--- src/rtl/testpat_pkg.sv ---
package testpat_pkg;

  typedef enum logic [3:0] {
    PAT_BLACK  = 4'd0,
    PAT_RED    = 4'd1,
    PAT_GREEN  = 4'd2,
    PAT_BLUE   = 4'd3,
    PAT_HLINE  = 4'd4,
    PAT_VLINE  = 4'd5,
    PAT_GRID   = 4'd6,
    PAT_HBAR   = 4'd7,
    PAT_VBAR   = 4'd8,
    PAT_CHECK  = 4'd9
  } pat_code_e;

  localparam logic [23:0] RGB_BLACK = 24'h000000;
  localparam logic [23:0] RGB_WHITE = 24'hFFFFFF;
  localparam logic [23:0] RGB_RED   = 24'hFF0000;
  localparam logic [23:0] RGB_GREEN = 24'h00FF00;
  localparam logic [23:0] RGB_BLUE  = 24'h0000FF;

endpackage

--- src/rtl/testpat_size.sv ---
module testpat_size #(
  parameter int SIZE_W = 8,
  parameter int EFF_W  = 10
) (
  input  logic [SIZE_W-1:0] base_size,
  input  logic [3:0]        step,
  output logic [EFF_W-1:0]  eff_size
);
  logic [EFF_W-1:0] sum;

  always_comb begin
    sum = EFF_W'(base_size) + EFF_W'({step, 3'b000});
    eff_size = (sum == '0) ? EFF_W'(1) : sum;
  end
endmodule

--- src/rtl/testpat_axis.sv ---
module testpat_axis #(
  parameter int COORD_W = 12,
  parameter int EFF_W   = 10
) (
  input  logic [COORD_W-1:0] coord,
  input  logic [EFF_W-1:0]   size,
  output logic               on_line,
  output logic               odd_blk
);
  localparam int DW = (COORD_W > EFF_W) ? COORD_W : EFF_W;

  logic [DW-1:0] c_ext, s_ext, quo, rem;

  always_comb begin
    c_ext   = DW'(coord);
    s_ext   = DW'(size);
    quo     = c_ext / s_ext;
    rem     = c_ext % s_ext;
    on_line = (rem == '0);
    odd_blk = quo[0];
  end
endmodule

--- src/rtl/testpat_shade.sv ---
module testpat_shade
  import testpat_pkg::*;
(
  input  logic [3:0]  code,
  input  logic        x_line,
  input  logic        y_line,
  input  logic        x_odd,
  input  logic        y_odd,
  output logic [23:0] rgb
);
  always_comb begin
    case (code)
      PAT_BLACK: rgb = RGB_BLACK;
      PAT_RED:   rgb = RGB_RED;
      PAT_GREEN: rgb = RGB_GREEN;
      PAT_BLUE:  rgb = RGB_BLUE;
      PAT_HLINE: rgb = y_line ? RGB_WHITE : RGB_BLACK;
      PAT_VLINE: rgb = x_line ? RGB_WHITE : RGB_BLACK;
      PAT_GRID:  rgb = (x_line | y_line) ? RGB_WHITE : RGB_BLACK;
      PAT_HBAR:  rgb = y_odd ? RGB_BLACK : RGB_WHITE;
      PAT_VBAR:  rgb = x_odd ? RGB_BLACK : RGB_WHITE;
      PAT_CHECK: rgb = (x_odd ^ y_odd) ? RGB_WHITE : RGB_BLACK;
      default:   rgb = RGB_BLACK;
    endcase
  end
endmodule

--- src/rtl/testpat_gen.sv ---
module testpat_gen #(
  parameter int COORD_W = 12,
  parameter int SIZE_W  = 8
) (
  input  logic               clk,
  input  logic               rst,
  input  logic [7:0]         sw,
  input  logic [SIZE_W-1:0]  base_size,
  input  logic [COORD_W-1:0] in_x,
  input  logic [COORD_W-1:0] in_y,
  input  logic               in_de,
  input  logic               in_hs,
  input  logic               in_vs,
  output logic [23:0]        out_rgb,
  output logic               out_de,
  output logic               out_hs,
  output logic               out_vs
);
  localparam int EFF_W = (SIZE_W > 7) ? SIZE_W + 2 : 9;
  localparam int N_AX  = 2;

  logic [EFF_W-1:0]   eff_size;
  logic [COORD_W-1:0] ax_coord [N_AX];
  logic [N_AX-1:0]    ax_line, ax_odd;
  logic [23:0]        pix;

  assign ax_coord[0] = in_x;
  assign ax_coord[1] = in_y;

  testpat_size #(.SIZE_W(SIZE_W), .EFF_W(EFF_W)) u_size (
    .base_size (base_size),
    .step      (sw[7:4]),
    .eff_size  (eff_size)
  );

  for (genvar a = 0; a < N_AX; a++) begin : g_axis
    testpat_axis #(.COORD_W(COORD_W), .EFF_W(EFF_W)) u_axis (
      .coord   (ax_coord[a]),
      .size    (eff_size),
      .on_line (ax_line[a]),
      .odd_blk (ax_odd[a])
    );
  end

  testpat_shade u_shade (
    .code   (sw[3:0]),
    .x_line (ax_line[0]),
    .y_line (ax_line[1]),
    .x_odd  (ax_odd[0]),
    .y_odd  (ax_odd[1]),
    .rgb    (pix)
  );

  always_ff @(posedge clk) begin
    if (rst) begin
      out_rgb <= '0;
      out_de  <= 1'b0;
      out_hs  <= 1'b0;
      out_vs  <= 1'b0;
    end else begin
      out_rgb <= in_de ? pix : '0;
      out_de  <= in_de;
      out_hs  <= in_hs;
      out_vs  <= in_vs;
    end
  end
endmodule

--- config.mk ---
export PLATFORM = sky130hd
export DESIGN_NAME = testpat_gen
export DESIGN_NICKNAME = d
export VERILOG_FILES = /design/src/rtl/testpat_pkg.sv /design/src/rtl/testpat_size.sv /design/src/rtl/testpat_axis.sv /design/src/rtl/testpat_shade.sv /design/src/rtl/testpat_gen.sv
export SDC_FILE = /design/constraint.sdc
export NUM_CORES = 1
export LEC_CHECK = 0
export CORE_MARGIN = 2
export CORE_UTILIZATION = 60
export CTS_CLUSTER_SIZE = 28
export DETAILED_ROUTE_END_ITERATION = 16
export GPL_TIMING_DRIVEN = 0
export PLACE_DENSITY_LB_ADDON = 0.05
export SETUP_SLACK_MARGIN = 0.2
export SLEW_MARGIN = 15
export SYNTH_ARGS = -nofsm -noshare
export SYNTH_HDL_FRONTEND = slang
export SYNTH_SLANG_ARGS = --single-unit
--- constraint.sdc ---
create_clock -name clk -period 31.5 [get_ports clk]
set_clock_uncertainty 0.2 [all_clocks]
set_input_delay 4.725 -clock clk [delete_from_list [all_inputs] [get_ports clk]]
set_output_delay 4.725 -clock clk [all_outputs]
set_load 0.01 [all_outputs]
Word level (Yosys, flattened, before mapping)
Cells that the tools add are included.
{ "totals": {"output_inout_bits": 27, "ff_bits": 27, "inputBits": 45} }
{ "classes": {"n_mux": 8, "n_reduce_logical": 4, "n_div": 4, "bitwise": 3, "eq_ne": 9, "n_addsub": 1} }
{ "op_table": {"columns": ["operator", "count"], "rows": [
  ["case mux 24 bit (9 select lines)", 1],
  ["two-way mux 24 bit", 6],
  ["divider 12 x 10 -> 12 bit", 2],
  ["zero test 12 bit", 2],
  ["modulo 12 x 10 -> 12 bit", 2],
  ["equality test 4 x 3 -> 1 bit (second input constant)", 4],
  ["zero test 10 bit", 1],
  ["two-way mux 10 bit", 1],
  ["adder 8 x 7 -> 9 bit", 1],
  ["equality test 4 x 2 -> 1 bit (second input constant)", 2],
  ["equality test 4 bit (second input constant)", 2],
  ["equality test 4 x 1 -> 1 bit (second input constant)", 1],
  ["OR reduction 2 bit", 1],
  ["NOT 1 bit", 1],
  ["OR 1 bit", 1],
  ["XOR 1 bit", 1]
]} }

Depth between registers and ports, before layout
{ "logic_depth": {"word_depth": 8, "mapped_depth": 107, "depth_no_buf": 99} }

Hierarchy
A second synthesis with hierarchy kept.
{ "unflattened": {"hier_cells": 1283, "hier_area_um2": 9496.6} }
{ "modules_own_cells": {"columns": ["module", "instances", "seq_area_each_um2", "area_per_inst_um2", "cells_per_inst"], "rows": [
  ["testpat_axis", 2, 0.0, 4091.4, 578],
  ["testpat_gen", 1, 540.5, 810.8, 58],
  ["testpat_shade", 1, 0.0, 276.5, 38],
  ["testpat_size", 1, 0.0, 226.5, 31]
]} }

Worst setup path before layout
OpenSTA, ideal clock, no wires.
{ "synth_timing": {"kind": "in2reg", "startpoint": "in sw[4]", "endpoint": "reg out_rgb[15]", "setup_slack_ns": 5.002, "n_path_buf": 8, "t_required_ns": 31.164, "arrival_ns": 26.161, "cell_stages": 96, "cell_sequence": "ha_1 -> inv_1 -> fa_1 -> nor3b_1 -> a31oi_1 -> buf_2 -> nor2_1 -> clkbuf_1 -> a21o_1 -> inv_1 -> ha_1 -> a31oi_1 -> ha_1 -> or4b_2 -> a31oi_1 -> a21oi_1 -> ha_1 -> o211ai_1 -> [... 60 more ...] -> clkbuf_1 -> nor2_1 -> a21oi_1 -> ha_1 -> a21oi_1 -> nor2_1 -> nor2_1 -> o21ai_0 -> a21oi_1 -> o21ai_0 -> nor2_1 -> nor2_1 -> nor3_1 -> and4bb_2 -> xnor2_1 -> o21ai_1 -> nor3_1 -> a221oi_1"} }
{ "synth_via": {"elab_chain_len": 8} }
{ "synth_lines": {"columns": ["item", "line_no", "rtl"], "rows": [
  ["start, declared", "testpat_gen.sv:7", "input logic [7:0] sw,"],
  ["adder 8 x 7 -> 9 bit (*)", "testpat_size.sv:12", "sum = EFF_W'(base_size) + EFF_W'({step, 3'b000});"],
  ["zero test 10 bit", "testpat_size.sv:13", "eff_size = (sum == '0) ? EFF_W'(1) : sum;"],
  ["two-way mux 10 bit (*)", "testpat_size.sv:13", null],
  ["modulo 12 x 10 -> 12 bit", "testpat_axis.sv:18", "rem = c_ext % s_ext;"],
  ["zero test 12 bit", "testpat_axis.sv:19", "on_line = (rem == '0);"],
  ["OR 1 bit", "testpat_shade.sv:19", "PAT_GRID: rgb = (x_line | y_line) ? RGB_WHITE : RGB_BLACK;"],
  ["two-way mux 24 bit", "testpat_shade.sv:19", null],
  ["case mux 24 bit (9 select lines) (*)", "testpat_shade.sv:12", "case (code)"],
  ["end signal, assigned", "testpat_gen.sv:61", "out_rgb <= in_de ? pix : '0;"],
  ["end, declared", "testpat_gen.sv:14", "output logic [23:0] out_rgb,"]
]} }
Every way passes the cells marked *; elsewhere a longest branch is shown, timed or not.
A chain may end at the register's enable or synchronous reset.

Worst setup path in the final report
Same ends and word-level chain as after synthesis.

==> flow_summary.toml <==
[grt]
grt_pass1_vias = 8631
total_overflow_reported_by_the_global_router = 0
grt_start_max_net_pins = 25
grt_first_pass_wirelength_um = 40100
globalRouteTotalUtil_pct = 29.1
antenna_found_initial = 0

[die]
row_count = 44
pin_count = 72
floorplan.core_area_mm2 = 0.0144
die_y_um = 125
floorplan.die_area_mm2 = 0.0156
die_w_um = 125
start_util_pct = 61.0

[critical_path]
cpMaxStageDelayCell = "sky130_fd_sc_hd__or4b_2"
timing.critical_path.required_ns = 31.39
timing.critical_path.fanout_max = 10
timing.setup.critical_path_class = "in -> reg"
crit_path_start_kind = "primary input"
critical_path_arrival_ns = 29.54
crit_path_end_kind = "register"
crit_path_frequent_cell = "sky130_fd_sc_hd__ha_1"
slowest_delay_ns = 0.67

[logic_synthesis]
syn-num-nets = 1435
synthTopCellsByArea = "sky130_fd_sc_hd__ha_1, sky130_fd_sc_hd__a21oi_1, sky130_fd_sc_hd__xnor2_1"
netlist-cell-type-count = 94
number_of_enable_type_register_cells_in_the_synthesized_netlist = 0
post-synth-top-area-fraction_pct = 21.3
average_size_of_a_mapped_cell_um2 = 7.11
synth_flop_cell = "sky130_fd_sc_hd__dfxtp_1"
yosysWarnings = 0
ys_async_sr_fraction_pct = 0
yosys_register_bits = 6
ys_seq_area_share_pct = 1.37
synth_largest_area_cell = "sky130_fd_sc_hd__ha_1"
synth.cell_area_mm2 = 0.00880
postSynthCellCount = 1237

[route]
drt-total-wl_um = 23700
drt-wirelength-per-cell_um = 15.8
num_vias = 9574
ant_nets = 0
avgViaCountPerCell = 6.37
length_of_the_first_detailed_routing_pass_in_iterations = 5
number_of_drc_violations_after_detailed_routing = 0
detail_route.iter0.violations = 620

[run]
max-cap-violations = 0

[timing]
rsz0062_at_grt = "no"
post_layout_min_period_ns = 29.65
report.final.setup_viol = 0
max_slew.worst_pin.slew_ns = 1.17
timing.fmax_mhz = 33.7
slew_violations = 0
finalCritPeriodShare_pct = 94.1
hold_violations = 0
fin_tns_setup_ns = 0
relSlewSlack_pct = 21.8

[clock_network]
cts_tree = "yes"
htree_levels = 1
cts_inserted_buffers = 3
ctsRootBufferMaster = "sky130_fd_sc_hd__clkbuf_16"
clock-sinks = 6
clk_transition_reported_paths_ns = 0.04
cts_buffer_depth = 2

[place]
port-buffer-count = 69
detailedPlacementHpwl_um = 19000
place_congestion = 0.902

[hold_path]
holdPathStages = 3
hold_path_class = "in -> reg"
min_delay_worst_endpoint = "out_rgb[7]$_SDFF_PP0_"
hold_path_startpoint = "sw[0]"

[layout]
area_growth_syn_to_layout_pct = 13.3
finalNetCount = 1519
post_route_cells_drive_above_1_share_pct = 8.64
antenna_cells_inserted = 0
fillers = 1297

[outcome]
outcome = "finished clean"
[critical path: cells and delay by family]
family,cells,cell delay (ns)
adder cells (fa/ha/maj),14,4.64
AO/OA/AOI/OAI,38,9.15
XOR/XNOR,2,0.30
multiplexers,6,2.13
AND/OR/NAND/NOR,25,5.07
buffers and inverters,14,3.48
[cell usage after synthesis (all sizes together) (15+ instances only)]
master and instances:
a31oi 17, nor2b 15, a21oi 94, inv 67, ha 150, mux2i 23, a21o 32, xnor2 50
o21a 40, nand4 15, xor2 32, nor3 42, clkbuf 29, o21ai 77, buf 31, nor2 109
nand3 24, mux2 19, nand2 89, o211ai 22, or3 27
[per-stage QoR]
step                area, um2  hold slack (ns)  cells  setup slack (ns)  utilization, %
global route             9970             4.82   1503             0.158            69.1
floorplan                8800             4.60   1237              5.00               -
global placement         9720             5.01   1490            -0.175            67.4
CTS                      9850             4.79   1496             0.318            68.3
detailed placement       9760             5.01   1492            -0.496            67.6
finish                   9970             4.78   1503              1.85            69.1
[cells in the final DEF, fill, tap and decap left out, types with 8 or more instances in the layout]
cell                              synthesis  layout
sky130_fd_sc_hd__clkdlybuf4s50_1          0      69
sky130_fd_sc_hd__ha_1                   150     150
sky130_fd_sc_hd__o21ai_0                 71      71
sky130_fd_sc_hd__xor2_1                  32      31
sky130_fd_sc_hd__o211ai_1                22      22
sky130_fd_sc_hd__nand2_1                 89      89
sky130_fd_sc_hd__a21oi_1                 94      92
sky130_fd_sc_hd__clkbuf_1                28      25
sky130_fd_sc_hd__mux2i_1                 23      23
sky130_fd_sc_hd__a21o_1                  32      31
sky130_fd_sc_hd__inv_1                   66      64
sky130_fd_sc_hd__nand4_1                 15      15
sky130_fd_sc_hd__a31oi_1                 17      17
sky130_fd_sc_hd__or2_2                   11      11
sky130_fd_sc_hd__mux2_2                  18      18
sky130_fd_sc_hd__a21boi_0                 8       8
sky130_fd_sc_hd__nor4_1                  11       9
sky130_fd_sc_hd__a211o_1                  9       9
sky130_fd_sc_hd__nand3_1                 23      23
sky130_fd_sc_hd__o2111ai_1                9       9
sky130_fd_sc_hd__nor3_1                  41      41
sky130_fd_sc_hd__o21a_1                  40      40
sky130_fd_sc_hd__nand2b_1                14      14
sky130_fd_sc_hd__and2_1                   9       9
sky130_fd_sc_hd__nor2_1                 109     108
sky130_fd_sc_hd__xnor2_1                 50      48
sky130_fd_sc_hd__or3_1                   27      27
sky130_fd_sc_hd__o31ai_1                 11      11
sky130_fd_sc_hd__and4_1                   8       8
sky130_fd_sc_hd__buf_4                   23      30
sky130_fd_sc_hd__a211oi_1                12      12
sky130_fd_sc_hd__nor2b_1                 15      15
[registers in the layout, summed over array words and instances, names as in the netlist]
name	flops
out_rgb	3
out_de	1
out_hs	1
out_vs	1
[cell families (layout without fill, tap and decap cells)]
kind of cell	count (synthesis)	after routing	share of synthesized area (%)
mux	42	42	5.09
flops	6	6	1.37
buf+inv	127	209	6.59
compound gates	416	416	32.6
simple gates	409	409	23.9
xor+xnor	82	82	8.16
fa+ha+maj	155	155	22.2
[routing by layer]
layer	GRT usage (%)	wire, um	up-vias
li1	-	-	4852
met1	42.2	11300	4398
met2	49.4	10800	297
met3	1.20	1330	27
met4	3.07	216	0
met5	0	0	-
[worst max path at each step]
stage                 startpoint                      to
floorplan                  sw[4]  out_rgb[15]$_SDFF_PP0_
CTS                 base_size[3]  out_rgb[15]$_SDFF_PP0_
detailed placement  base_size[3]  out_rgb[15]$_SDFF_PP0_
finish                     sw[4]  out_rgb[15]$_SDFF_PP0_
global placement           sw[4]  out_rgb[15]$_SDFF_PP0_
global route               sw[4]  out_rgb[15]$_SDFF_PP0_
[area by class of cell]
| cell class | instances | area, um2 | share of cell area (%) |
|---|---|---|---|
| buffer | 60 | 332 | 3.33 |
| inverter | 67 | 255 | 2.56 |
| timing repair buffer | 78 | 766 | 7.68 |
| sequential | 6 | 120 | 1.20 |
| clock buffer | 3 | 75.1 | 0.753 |
| tap | 184 | 230 | 2.31 |
| multi-input combinational | 1104 | 8190 | 82.1 |
| timing repair inverter | 1 | 5.00 | 0.0502 |
[what timing repair did]
action / CTS / global route
gates resized for setup: 3 / 15
gates cloned: 1 / 0
pin swaps: 0 / 1
hold buffers: 0 / 0
endpoints found under the setup margin: 3 / 3
buffers inserted: 0 / 7
Power is left out: the tool's default activity adds up to more than one toggle a clock period on the data nets, which glitch-free logic cannot reach.
